==> config.mk <==
export PLATFORM = sky130hd
export DESIGN_NAME = swd_xact_engine
export DESIGN_NICKNAME = d
export VERILOG_FILES = /design/src/rtl/swd_xact_pkg.sv /design/src/rtl/swd_req_encode.sv /design/src/rtl/swd_bit_timer.sv /design/src/rtl/swd_xact_ctrl.sv /design/src/rtl/swd_xact_engine.sv
export SDC_FILE = /design/constraint.sdc
export NUM_CORES = 1
export LEC_CHECK = 0
export ABC_AREA = 1
export BUFFER_PORTS_ARGS = -buffer_cell sky130_fd_sc_hd__buf_4
export CORE_MARGIN = 2
export CORE_UTILIZATION = 41
export CTS_CLUSTER_DIAMETER = 50
export DETAILED_ROUTE_END_ITERATION = 10
export PLACE_DENSITY_LB_ADDON = 0.12
export SETUP_SLACK_MARGIN = 0.5
export SYNTH_ARGS = -nofsm -noshare
export SYNTH_HDL_FRONTEND = slang
export SYNTH_SLANG_ARGS = --single-unit
export TNS_END_PERCENT = 50
==> constraint.sdc <==
create_clock -name clk_i -period 3 [get_ports clk_i]
set_input_delay 0.45 -clock clk_i [delete_from_list [all_inputs] [get_ports clk_i]]
set_output_delay 0.45 -clock clk_i [all_outputs]
set_load 0.02 [all_outputs]
==> src/rtl/swd_xact_pkg.sv <==
package swd_xact_pkg;
  localparam int REQ_W = 8;
  localparam int ACK_W = 3;
  localparam logic [ACK_W-1:0] ACK_OK = 3'b001;

  typedef enum logic [3:0] {
    PH_IDLE,
    PH_REQ,
    PH_TRN_RX,
    PH_ACK,
    PH_TRN_WR,
    PH_WDATA,
    PH_WPAR,
    PH_RDATA,
    PH_RPAR,
    PH_TRN_END
  } phase_e;
endpackage

==> src/rtl/swd_req_encode.sv <==
module swd_req_encode
  import swd_xact_pkg::*;
(
  input  logic             ap_i,
  input  logic             rnw_i,
  input  logic [1:0]       addr_i,
  output logic [REQ_W-1:0] req_o
);
  logic par;
  always_comb begin
    par   = ap_i ^ rnw_i ^ addr_i[0] ^ addr_i[1];
    // index 0 goes out first: start, ap, rnw, a2, a3, parity, stop, park
    req_o = {1'b1, 1'b0, par, addr_i[1], addr_i[0], rnw_i, ap_i, 1'b1};
  end
endmodule

==> src/rtl/swd_bit_timer.sv <==
module swd_bit_timer #(
  parameter int HALF_DIV = 4
) (
  input  logic clk_i,
  input  logic rst_ni,
  input  logic start_i,
  input  logic run_i,
  output logic swclk_o,
  output logic rise_o,
  output logic fall_o
);
  localparam int CW = (HALF_DIV > 1) ? $clog2(HALF_DIV) : 1;
  localparam logic [CW-1:0] LAST = CW'(HALF_DIV - 1);

  logic [CW-1:0] cnt_q;
  logic          hi_q;
  logic          wrap;

  assign wrap    = run_i && (cnt_q == LAST);
  assign rise_o  = wrap && !hi_q;
  assign fall_o  = wrap && hi_q;
  assign swclk_o = hi_q;

  always_ff @(posedge clk_i or negedge rst_ni) begin
    if (!rst_ni) begin
      cnt_q <= '0;
      hi_q  <= 1'b0;
    end else if (start_i) begin
      cnt_q <= '0;
      hi_q  <= 1'b0;
    end else if (run_i) begin
      if (wrap) begin
        cnt_q <= '0;
        hi_q  <= !hi_q;
      end else begin
        cnt_q <= cnt_q + 1'b1;
      end
    end
  end
endmodule

==> src/rtl/swd_xact_ctrl.sv <==
module swd_xact_ctrl
  import swd_xact_pkg::*;
#(
  parameter int DATA_W = 32
) (
  input  logic              clk_i,
  input  logic              rst_ni,
  input  logic              req_i,
  input  logic              rnw_i,
  input  logic              ign_ack_i,
  input  logic [DATA_W-1:0] wdata_i,
  input  logic [REQ_W-1:0]  req_word_i,
  input  logic              swdio_i,
  input  logic              rise_i,
  input  logic              fall_i,
  output logic              start_o,
  output logic              busy_o,
  output logic              swdio_o,
  output logic              swdio_oe_o,
  output logic              done_o,
  output logic [ACK_W-1:0]  ack_o,
  output logic [DATA_W-1:0] rdata_o,
  output logic              par_err_o
);
  localparam int BW = $clog2(DATA_W);
  localparam logic [BW-1:0] LAST_DATA = BW'(DATA_W - 1);
  localparam logic [BW-1:0] LAST_REQ  = BW'(REQ_W - 1);
  localparam logic [BW-1:0] LAST_ACK  = BW'(ACK_W - 1);

  phase_e            ph_q;
  logic [BW-1:0]     bit_q;
  logic              rnw_q, ign_q, wpar_q, rd_ok_q, rpar_q;
  logic [REQ_W-1:0]  req_sr;
  logic [DATA_W-1:0] tx_sr, rx_sr;
  logic [ACK_W-1:0]  ack_sr;
  logic              ack_ok;

  assign start_o = req_i && (ph_q == PH_IDLE);
  assign busy_o  = (ph_q != PH_IDLE);
  assign ack_ok  = (ack_sr == ACK_OK);

  always_ff @(posedge clk_i or negedge rst_ni) begin
    if (!rst_ni) begin
      ph_q       <= PH_IDLE;
      bit_q      <= '0;
      rnw_q      <= 1'b0;
      ign_q      <= 1'b0;
      wpar_q     <= 1'b0;
      rd_ok_q    <= 1'b0;
      rpar_q     <= 1'b0;
      req_sr     <= '0;
      tx_sr      <= '0;
      rx_sr      <= '0;
      ack_sr     <= '0;
      swdio_o    <= 1'b0;
      swdio_oe_o <= 1'b1;
      done_o     <= 1'b0;
      ack_o      <= '0;
      rdata_o    <= '0;
      par_err_o  <= 1'b0;
    end else begin
      done_o <= 1'b0;
      if (start_o) begin
        ph_q       <= PH_REQ;
        bit_q      <= '0;
        rnw_q      <= rnw_i;
        ign_q      <= ign_ack_i;
        wpar_q     <= ^wdata_i;
        rd_ok_q    <= 1'b0;
        req_sr     <= req_word_i;
        tx_sr      <= wdata_i;
        swdio_o    <= req_word_i[0];
        swdio_oe_o <= 1'b1;
      end
      // sample in the clock just before the rising edge
      if (rise_i) begin
        unique case (ph_q)
          PH_ACK:   ack_sr <= {swdio_i, ack_sr[ACK_W-1:1]};
          PH_RDATA: rx_sr  <= {swdio_i, rx_sr[DATA_W-1:1]};
          PH_RPAR:  rpar_q <= swdio_i;
          default: ;
        endcase
      end
      // bit boundary: set up the next bit
      if (fall_i) begin
        bit_q <= bit_q + 1'b1;
        unique case (ph_q)
          PH_REQ: begin
            if (bit_q == LAST_REQ) begin
              ph_q       <= PH_TRN_RX;
              swdio_oe_o <= 1'b0;
            end else begin
              req_sr  <= req_sr >> 1;
              swdio_o <= req_sr[1];
            end
          end
          PH_TRN_RX: begin
            ph_q  <= PH_ACK;
            bit_q <= '0;
          end
          PH_ACK: begin
            if (bit_q == LAST_ACK) begin
              bit_q <= '0;
              if (rnw_q && ack_ok) begin
                ph_q    <= PH_RDATA;
                rd_ok_q <= 1'b1;
              end else begin
                ph_q       <= (!rnw_q && (ack_ok || ign_q)) ? PH_TRN_WR : PH_TRN_END;
                swdio_oe_o <= 1'b1;
                swdio_o    <= 1'b0;
              end
            end
          end
          PH_TRN_WR: begin
            ph_q    <= PH_WDATA;
            bit_q   <= '0;
            swdio_o <= tx_sr[0];
          end
          PH_WDATA: begin
            if (bit_q == LAST_DATA) begin
              ph_q    <= PH_WPAR;
              swdio_o <= wpar_q;
            end else begin
              tx_sr   <= tx_sr >> 1;
              swdio_o <= tx_sr[1];
            end
          end
          PH_RDATA: begin
            if (bit_q == LAST_DATA) ph_q <= PH_RPAR;
          end
          PH_RPAR: begin
            ph_q       <= PH_TRN_END;
            swdio_oe_o <= 1'b1;
            swdio_o    <= 1'b0;
          end
          PH_WPAR, PH_TRN_END: begin
            ph_q       <= PH_IDLE;
            swdio_oe_o <= 1'b1;
            swdio_o    <= 1'b0;
            done_o     <= 1'b1;
            ack_o      <= ack_sr;
            par_err_o  <= rd_ok_q && (^rx_sr ^ rpar_q);
            if (rd_ok_q) rdata_o <= rx_sr;
          end
          default: ;
        endcase
      end
    end
  end
endmodule

==> src/rtl/swd_xact_engine.sv <==
module swd_xact_engine
  import swd_xact_pkg::*;
#(
  parameter int HALF_DIV = 4,
  parameter int DATA_W   = 32
) (
  input  logic              clk_i,
  input  logic              rst_ni,
  input  logic              req_i,
  input  logic              ap_sel_i,
  input  logic              rnw_i,
  input  logic [1:0]        addr_i,
  input  logic [DATA_W-1:0] wdata_i,
  input  logic              ign_ack_i,
  output logic [DATA_W-1:0] rdata_o,
  output logic [ACK_W-1:0]  ack_o,
  output logic              par_err_o,
  output logic              done_o,
  output logic              swclk_o,
  output logic              swdio_o,
  output logic              swdio_oe_o,
  input  logic              swdio_i
);
  logic [REQ_W-1:0] req_word;
  logic start, busy, rise, fall;

  swd_req_encode u_enc (
    .ap_i   (ap_sel_i),
    .rnw_i  (rnw_i),
    .addr_i (addr_i),
    .req_o  (req_word)
  );

  swd_bit_timer #(.HALF_DIV(HALF_DIV)) u_tmr (
    .clk_i   (clk_i),
    .rst_ni  (rst_ni),
    .start_i (start),
    .run_i   (busy),
    .swclk_o (swclk_o),
    .rise_o  (rise),
    .fall_o  (fall)
  );

  swd_xact_ctrl #(.DATA_W(DATA_W)) u_ctrl (
    .clk_i      (clk_i),
    .rst_ni     (rst_ni),
    .req_i      (req_i),
    .rnw_i      (rnw_i),
    .ign_ack_i  (ign_ack_i),
    .wdata_i    (wdata_i),
    .req_word_i (req_word),
    .swdio_i    (swdio_i),
    .rise_i     (rise),
    .fall_i     (fall),
    .start_o    (start),
    .busy_o     (busy),
    .swdio_o    (swdio_o),
    .swdio_oe_o (swdio_oe_o),
    .done_o     (done_o),
    .ack_o      (ack_o),
    .rdata_o    (rdata_o),
    .par_err_o  (par_err_o)
  );
endmodule

# ---- After elaboration in Yosys (flattened, before gate mapping)
# Cells that the tools add are included.
dict set report totals {
  ff_bits 131
  in_bits 41
  output_inout_bits 40
  elab_cells 112
}
dict set report classes {
  add_sub_neg 2
  n_eq_ne 14
  mux 47
  bitwise_logic 4
  reduce_logical 26
}
# cell count
set op_table {}
lappend op_table {{2-to-1 mux 32 bit} 4}
lappend op_table {{parity 32 bit} 2}
lappend op_table {{2-to-1 mux 4 bit} 8}
lappend op_table {{2-to-1 mux 8 bit} 4}
lappend op_table {{one-hot mux 4 bit (8 select lines)} 1}
lappend op_table {{2-to-1 mux 1 bit} 21}
lappend op_table {{equality test 4 x 3 -> 1 bit (second input constant)} 4}
lappend op_table {{2-to-1 mux 5 bit} 3}
lappend op_table {{one-hot mux 5 bit (2 select lines)} 1}
lappend op_table {{AND reduction 2 bit} 5}
lappend op_table {{equality test 4 x 2 -> 1 bit (second input constant)} 2}
lappend op_table {{equality test 4 bit (second input constant)} 2}
lappend op_table {{logical AND 1 bit} 7}
lappend op_table {{2-to-1 mux 2 bit} 3}
lappend op_table {{nonzero test 2 bit} 3}
lappend op_table {{adder 5 x 1 -> 5 bit (second input constant)} 1}
lappend op_table {{equality test 5 x 2 -> 1 bit (second input constant)} 1}
lappend op_table {{equality test 5 x 3 -> 1 bit (second input constant)} 1}
lappend op_table {{equality test 5 bit (second input constant)} 1}
lappend op_table {{one-hot mux 1 bit (5 select lines)} 1}
lappend op_table {{equality test 4 x 1 -> 1 bit (second input constant)} 1}
lappend op_table {{logical NOT 4 bit} 1}
lappend op_table {{nonzero test 4 bit} 1}
lappend op_table {{OR reduction 2 bit} 2}
lappend op_table {{other kinds (9)} 13}

# ---- Logic depth before layout (Yosys ltp)
# Gate-level depths: netlist (run 1).
dict set report depth {
  word_depth 8
  mapped_depth 15
  mapped_depth_nobuf 15
}

# ---- Modules after synthesis
# A second synthesis (run 1) with hierarchy kept.
dict set report hier_totals {
  hier_cells 907
  hier_area_um2 6852.8
}
# mod instances cells_per_inst area_each_um2 seq_area_each_um2
set modules_own_cells {}
lappend modules_own_cells {swd_xact_ctrl 1 860 6557.5 3179.3}
lappend modules_own_cells {swd_bit_timer 1 22 163.9 75.1}
lappend modules_own_cells {swd_req_encode 1 25 131.4 0.0}

# ---- Least setup slack after synthesis (run 1)
# OpenSTA, ideal clock, no wires.
dict set report synth_path {
  kind {register to register}
  from {register u_ctrl.bit_q[1]}
  to {register u_ctrl.tx_sr[0]}
  setup_time_ps 127
  t_arrival_ps 1597
  t_required_ps 2873
  slack_ps 1277
  path_stages_with_launch 12
  path_buffers 1
  period_less_slack_ps 1723
  path_cell_list {dfrtp_1 > ha_1 > nand2_1 > nor2_1 > ha_1 > inv_1 > nand2_1 > nor2_1 > inv_2 > buf_2 > o211ai_1 > o21ai_1}
}
dict set report synth_between {
  elab_chain_len 4
}
# element line
set synth_lines {}
lappend synth_lines {{start, declared} swd_xact_ctrl.sv:31} ;# logic [BW-1:0] bit_q;
lappend synth_lines {{start signal, assigned} swd_xact_ctrl.sv:86} ;# bit_q <= bit_q + 1'b1;
lappend synth_lines {{equality test 5 bit} swd_xact_ctrl.sv:120} ;# if (bit_q == LAST_DATA) begin
lappend synth_lines {{2-to-1 mux 32 bit} swd_xact_ctrl.sv:120}
lappend synth_lines {{2-to-1 mux 32 bit} swd_xact_ctrl.sv:87} ;# unique case (ph_q)
lappend synth_lines {{2-to-1 mux 32 bit} swd_xact_ctrl.sv:85} ;# if (fall_i) begin
lappend synth_lines {{end signal, assigned} swd_xact_ctrl.sv:71} ;# tx_sr <= wdata_i;
lappend synth_lines {{end signal, assigned} swd_xact_ctrl.sv:124} ;# tx_sr <= tx_sr >> 1;
lappend synth_lines {{end, declared} swd_xact_ctrl.sv:34} ;# logic [DATA_W-1:0] tx_sr, rx_sr;
# No other way between the ends.
# A chain may end at the register's enable or synchronous reset.

# ---- Worst setup path after layout (run 1)
dict set report layout_path {
  from {register u_ctrl.ph_q[2]}
  to {register u_ctrl.rdata_o[13]}
}
dict set report layout_between {
  elab_chain_len 4
  word_cells_on_any_way 7
  cone_classes {2 x eq/ne; 5 x reduce/logical}
}
# element line
set layout_lines {}
lappend layout_lines {{start, declared} swd_xact_ctrl.sv:30} ;# phase_e ph_q;
lappend layout_lines {{start signal, assigned} swd_xact_ctrl.sv:108} ;# ph_q <= (!rnw_q && (ack_ok || ign_q)) ? PH_TRN_WR : PH_TRN_END;
lappend layout_lines {{nonzero test 4 bit} swd_xact_ctrl.sv:39} ;# assign busy_o = (ph_q != PH_IDLE);
lappend layout_lines {{logical AND 1 bit} swd_bit_timer.sv:19} ;# assign wrap = run_i && (cnt_q == LAST);
lappend layout_lines {{logical AND 1 bit} swd_bit_timer.sv:21} ;# assign fall_o = wrap && hi_q;
lappend layout_lines {{AND reduction 3 bit (no source line) (*)} -}
lappend layout_lines {{end signal, assigned} swd_xact_ctrl.sv:143} ;# if (rd_ok_q) rdata_o <= rx_sr;
lappend layout_lines {{end, declared} swd_xact_ctrl.sv:22} ;# output logic [DATA_W-1:0] rdata_o,
# Every way passes the cells marked *; elsewhere a longest branch is shown, timed or not.

==> impl_results.md, run 1 <==
* Max Root-Sink Buffers at 2
* Syn Nets at 922
* Kind of critical path: reg2reg
* RSZ-0062 raised after global routing: false
* Via count at 5583
* Simple-Gate Fraction of Synth Area at 0.261
* Row Count at 47
* XOR/XNOR share of the synthesized area at 0.0504
* Hold Path Class: in2reg
* Initial DRC Count at roughly 270
* Initial antenna violation count at 0
* Syn avg cell area at between 7 and 8 um2
* Root buf cell: clkbuf_16
* Max Fanout on Critical Path at 55
* CP max-delay cell: dfrtp_1
* Post-Place Cell Area at between 7000 and 8000 um2
* Max Cap Viol at 0
* Fin crit share at 0.720
* Top FF cell, synth: dfrtp_1
* # DRC at 0
* Layout cells sized above 1 at 0.155
* GP Congestion at 0.816
* Drt total wl at 13900 um
* Setup WS pre-CTS at 0.722 ns
* Top cell type's share of synthesized area at 0.476
* Setup TNS at 0 ns
* Finish-stage setup viols at 0
* CTS Buf Count at 17
* Clock skew at 0.00942 ns
* Post-synth EDFFs at 0
* Area delta synth->final at 20.6%
* Initial Util at 0.415
* Critical-path cell list: nor2_2, inv_2, nor2_4, nor2_4, nand2_2, inv_4, nand2_4, nor2_4, buf_12, nor2_1, a21oi_1
* Later-pin clock latency in the skew report at 0.42 ns
* Syn Inst Count at around 900
* First-pass GRT wire length at 24300 um
* H-tree lvl count at 4
* Clk sink count at 130
* Vias per std cell at around 4.7
* Pins over their slew limit at 0
* Leading area contributor after synthesis: dfrtp_1
* Max incr delay on CP at 0.46 ns
* Worst slew pin tran at 0.748 ns
* Post-synthesis adder-cell area fraction at 0.00738
* Gr usage total at 0.169
* Most frequent cells after synthesis: nand2_1 (329), dfrtp_1 (129), nor2_1 (85)
* Die Y-Extent at 133 um
* Clock transition at path regs at 0.05 ns
* Ant diodes at 0
* CORE AREA at 16300 um2
* Synth Area in Compound Gates at 0.129
* DRT Pass-1 Iters at 6
* Post-synthesis mux area share at 0
* Worst hold margin at roughly 0.26 ns
* Fin cells at 1188
* Synth unique cells at 34
* Die area at 17600 um2
* Die Width at 133 um
* Crit path top cell by count: nor2_4
* Main combinational cell family by area after synthesis: simple AND/OR/NAND/NOR gates
* Peak supply drop at 0.392 mV
* Run status: finished clean
* Sequential area share after synthesis at 0.480
* Post-synthesis cell area at 6780 um2
* Syn. warnings at 0
* Synth top area cells: dfrtp_1 (48%), nand2_1 (18%), nor2_1 (4.7%)
* CP Launch Type: flop
* Largest net degree at the start of global routing at 63
* Post-layout min period at 2.16 ns
* Drt wl/cell at ~12 um
* Detailed placement HPWL at 9770 um
* Relative slew slack at 0.501
* Leakage at 3.97 nW
* Post-layout util at 0.500
* Placed cells at 1155
* I/O Buffers at 80
* Crit end category: flop
* Post-DRT Antenna Nets at 0
* IO Pins at 81
* #FFs+latches synth at 130
* PD cells at just over 500 nW/um2
* Reg-to-reg slack, setup at 0.84 ns
* Setup ws final at ~0.84 ns
* Fmax at about 460 MHz
* Asr flop ratio synth at 1.00
* Pwr Total at 4.13 mW
* WP data required at 3.34 ns
* Final Hold Vio Count at 0
* Overflow after GRT at 0
* Fin nets at roughly 1k
* Number of global-route vias before repair at 5308
* Most common cell in the netlist: nand2_1
* Worst EP arrival at between 2 and 3 ns
* CTS tree: done
* Final instance area at 8180 um2
## state kept, by name (all words and copies together) (netlist names), 2 cells and up
| signal | flops |
|---|---|
| u_ctrl.ack_sr | 3 |
| u_ctrl.rdata_o | 32 |
| u_ctrl.tx_sr | 32 |
| u_ctrl.bit_q | 5 |
| u_tmr.cnt_q | 2 |
| u_ctrl.ph_q | 4 |
| u_ctrl.rx_sr | 32 |
| u_ctrl.ack_o | 3 |
| u_ctrl.req_sr | 7 |
## path summary, 6_finish.rpt
| kind | start | end | cells after the start |
|---|---|---|---|
| min in group asynchronous | rst_ni | u_ctrl.rx_sr[8]$_DFFE_PN0P_ | 2 |
| max in group asynchronous | rst_ni | u_ctrl.swdio_oe_o$_DFF_PN1_ | 3 |
| min | ign_ack_i | u_ctrl.ign_q$_DFFE_PN0P_ | 3 |
| min reg2reg | u_ctrl.ack_o[1]$_DFFE_PN0P_ | u_ctrl.ack_o[1]$_DFFE_PN0P_ | 2 |
| max reg2reg | u_ctrl.ph_q[2]$_DFF_PN0_ | u_ctrl.rdata_o[13]$_DFFE_PN0P_ | 11 |
| max | u_ctrl.ph_q[2]$_DFF_PN0_ | u_ctrl.rdata_o[13]$_DFFE_PN0P_ | 11 |
## critical path, delay by kind of cell, from the launching register on
family	cells	cell delay (ns)
compound gates	1	0.12
buf+inv	3	0.58
flops	1	0.46
simple gates	7	0.87
## power by group
part | switching, mW | internal (mW) | leakage [nW] | total [mW]
registers | 0.00442 | 1.76 | 1.59 | 1.77
logic | 0.141 | 0.106 | 2.08 | 0.246
clock network | 0.752 | 1.37 | 0.293 | 2.12
total | 0.897 | 3.24 | 3.97 | 4.13
## placed cells by master, fill, tap and decap left out, types with 2 or more instances in the layout
cell type,count
nand3_1,18
bufinv_16,3
nor2_1,85
nor2_4,5
a31oi_1,33
buf_12,2
inv_4,2
dfrtp_1,129
ha_1,4
o211ai_1,2
xor2_1,11
clkinvlp_4,2
buf_4,83
inv_2,4
o21ai_0,47
o22a_1,2
clkbuf_1,3
o21ai_1,6
a21oi_1,26
clkinv_2,3
clkbuf_16,17
o221ai_1,2
nor2_2,3
nand2_1,329
xnor2_1,28
a21oi_2,17
inv_1,77
clkbuf_8,3
nand4_1,3
nor3_1,3
o22ai_1,6
## kinds of logic after synthesis
logic type      count (synthesis)
compound gates                145
xor+xnor                       39
fa+ha+maj                       4
buf+inv                       111
flops                         130
simple gates                  448
## metal layers
metal,GRT usage,vias up,share of wire
met5,0,-,0
met2,0.275,103,0.47
li1,-,2932,-
met3,0.0395,15,0.038
met1,0.222,2533,0.48
met4,0.0579,0,0.012
## timing repair
item	4_1_cts	5_1_grt
setup buffers	0	0
hold buffers	1	0
endpoints found under the setup margin	0	24
endpoints found under the hold margin	7	0
gates resized for setup	0	2
## area by class of cell
type	count	area, um2
Tap cell	220	275
Timing Repair Buffer	87	684
Sequential cell	130	3250
Inverter	83	317
Clock buffer	23	478
Clock inverter	9	129
Multi-Input combinational cell	636	3040
Fill cell	1648	8170
Note: power is estimated with default switching activity, not from simulation.
==> inputs of run 2 (changes only) <==
Clock period 3 ns to 1.9 ns, I/O delays scaled along.
==> run 2 against run 1 <==
Hold slack got worse by 0.18 ns. Wire length increased by 20%. Sequential power increased by 58%. Power increased by 64%. Clock skew decreased by 0.0018 ns. Register-to-register slack got worse by 0.72 ns. Sequential share of layout area decreased by 5.0 points. Die area unchanged. Clock power increased by 69%. Sequential cell count unchanged. Utilization increased by 7.2 points.
==> impl_results.md, run 2 (synthesis gave the netlist of run 1 again) <==
* Run status: finished clean
* Vias per std cell at 4.86
* Die Width at 133 um
* Setup ws final at 0.117 ns
* Detailed placement HPWL at 9890 um
* Die Y-Extent at 133 um
* CORE AREA at about 16000 um2
* Area delta synth->final at 38.0%
* WP data required at approximately 2.2 ns
* Pwr Total at ~6.8 mW
* Final Hold Vio Count at 0
* CP max-delay cell: dfrtp_1
* Buffers plus inverters on the worst setup path at 4
* Ant diodes at 0
* GP Congestion at around 0.88
* Crit end category: flop
* Max Root-Sink Buffers at 2
* Gr usage total at 0.185
* Levels on crit path at 9
* Fin cells at 1242
* Fillcell total at 1471
* Final instance area at 9360 um2
* I/O Buffers at 80
* Worst Hold Depth at 3
* Drt total wl at between 15000 and 20000 um
* CP Launch Type: flop
* Commonest non-fill, non-tap cell in the layout: nand2_1
* Via count at between 6k and 7k
* Hold Path Class: in2reg
* Clk sink count at 130
* Row Count at 47
* Setup crit start: u_ctrl.ph_q[2]$_DFF_PN0_
* Placed cells at 1164
* Clock transition at path regs at 0.06 ns
* Leakage at 4.45 nW
* PD cells at 723 nW/um2
* Post-layout util at 0.572
* Largest regs: u_ctrl.rdata_o: 32 flops, u_ctrl.rx_sr: 32 flops, u_ctrl.tx_sr: 32 flops
* Critical-path cell list: nor2_2, inv_2, nor2_4, inv_2, nor2_4, buf_4, buf_12, nand2_1, a31oi_1
* Initial Util at 0.415
* Worst hold margin at 0.0722 ns
* Setup WS pre-CTS at roughly 0.13 ns
* Hold_sp: ign_ack_i
* Worst slew pin tran at just under 0.4 ns
* Relative slew slack at 0.740
* RSZ-0062 raised after global routing: true
* Pins over their slew limit at 0
* Post-layout min period at around 1.8 ns
* Worst EP arrival at about 2.1 ns
* CTS tree: done
* Initial DRC Count at 355
* First-pass GRT wire length at roughly 26000 um
* Fin crit share at 0.938
* Depth of the most critical reg-to-reg path at 9
* Layout cells sized above 1 at 0.280
* # DRC at 0
* CTS Buf Count at 17
* Max Fanout on Critical Path at 20
* Later-pin clock latency in the skew report at ~0.42 ns
* Peak supply drop at 0.615 mV
* Die area at 17600 um2
* Largest net degree at the start of global routing at 71
* Post-Place Cell Area at between 7000 and 8000 um2
* Setup TNS at 0 ns
* Number of global-route vias before repair at 5584
* Kind of critical path: reg2reg
* Root buf cell: clkbuf_16
* Clock skew at 0.00762 ns
* Initial antenna violation count at 0
* R2R Path Start: u_ctrl.ph_q[2]$_DFF_PN0_
* Finish-stage setup viols at 0
* IO Pins at 81
* Fmax at 561 MHz
* CP delay by family, top: simple AND/OR/NAND/NOR gates
* Post-DRT Antenna Nets at 0
* H-tree lvl count at 4
* Most frequent cells in the layout: nand2_1 (320), dfrtp_1 (129), buf_4 (110)
* DRT Pass-1 Iters at 5
* Max incr delay on CP at 0.41 ns
* Overflow after GRT at 0
* Fin nets at between 1k and 1.5k
* Max Cap Viol at 0
* Drt wl/cell at 13.5 um
## run 2: cell count changes in the layout (fill, tap and decap cells not counted), moves of 7 or more
cell | previous run | this run
nor2_1 | 85 | 51
nor2_4 | 5 | 33
buf_4 | 83 | 110
inv_1 | 77 | 63
a21oi_1 | 26 | 13
a21oi_2 | 17 | 30
inv_2 | 4 | 15
nand2_1 | 329 | 320
buf_12 | 2 | 10
nand2_2 | 1 | 9
buf_6 | 1 | 8
## run 2: path summary, 6_finish.rpt
check                      slack (ns)                             to
min                              0.07       u_ctrl.ign_q$_DFFE_PN0P_
min in group asynchronous        0.26  u_ctrl.rdata_o[8]$_DFFE_PN0P_
max reg2reg                      0.12     u_ctrl.tx_sr[23]$_DFF_PN0_
max                              0.12     u_ctrl.tx_sr[23]$_DFF_PN0_
max in group asynchronous        0.98     u_ctrl.tx_sr[28]$_DFF_PN0_
min reg2reg                      0.49    u_ctrl.ack_o[0]$_DFFE_PN0P_
## run 2: metal layers
layer  part of all wire  vias to the layer above  global-route usage  wire [um]
met5                  0                        -                   0          0
met4              0.011                        0              0.0609        184
met3              0.032                       17              0.0429        534
met2               0.51                      117               0.311       8510
met1               0.45                     2842               0.235       7510
li1                   -                     3055                   -          -
## run 2: worst min-delay path: stages
cell     delay [ns]
buf_4          0.08
nand2_1        0.04
o21ai_0        0.05
## run 2: repair_timing
| action | in CTS | in global routing |
|---|---|---|
| setup endpoints to repair | 127 | 129 |
| gates resized for setup | 36 | 94 |
| endpoints found under the hold margin | 12 | 0 |
| pin swaps | 12 | 17 |
| gates cloned | 5 | 7 |
| hold buffers | 1 | 0 |
| buffers inserted | 22 | 11 |
## run 2: power by group
group	switching, mW	internal, mW
Clock	1.28	2.30
Combinational	0.227	0.169
Sequential	0.00625	2.78
Total	1.51	5.25
## run 2: cell type report
cell class | count | area [um2] | share of cell area
clock buffer | 20 | 467 | 0.0499
clock inverter | 12 | 179 | 0.0191
inverter | 83 | 327 | 0.0349
multi-input combinational | 636 | 3420 | 0.366
sequential | 130 | 3250 | 0.348
tap | 220 | 275 | 0.0294
timing repair buffer | 141 | 1430 | 0.153
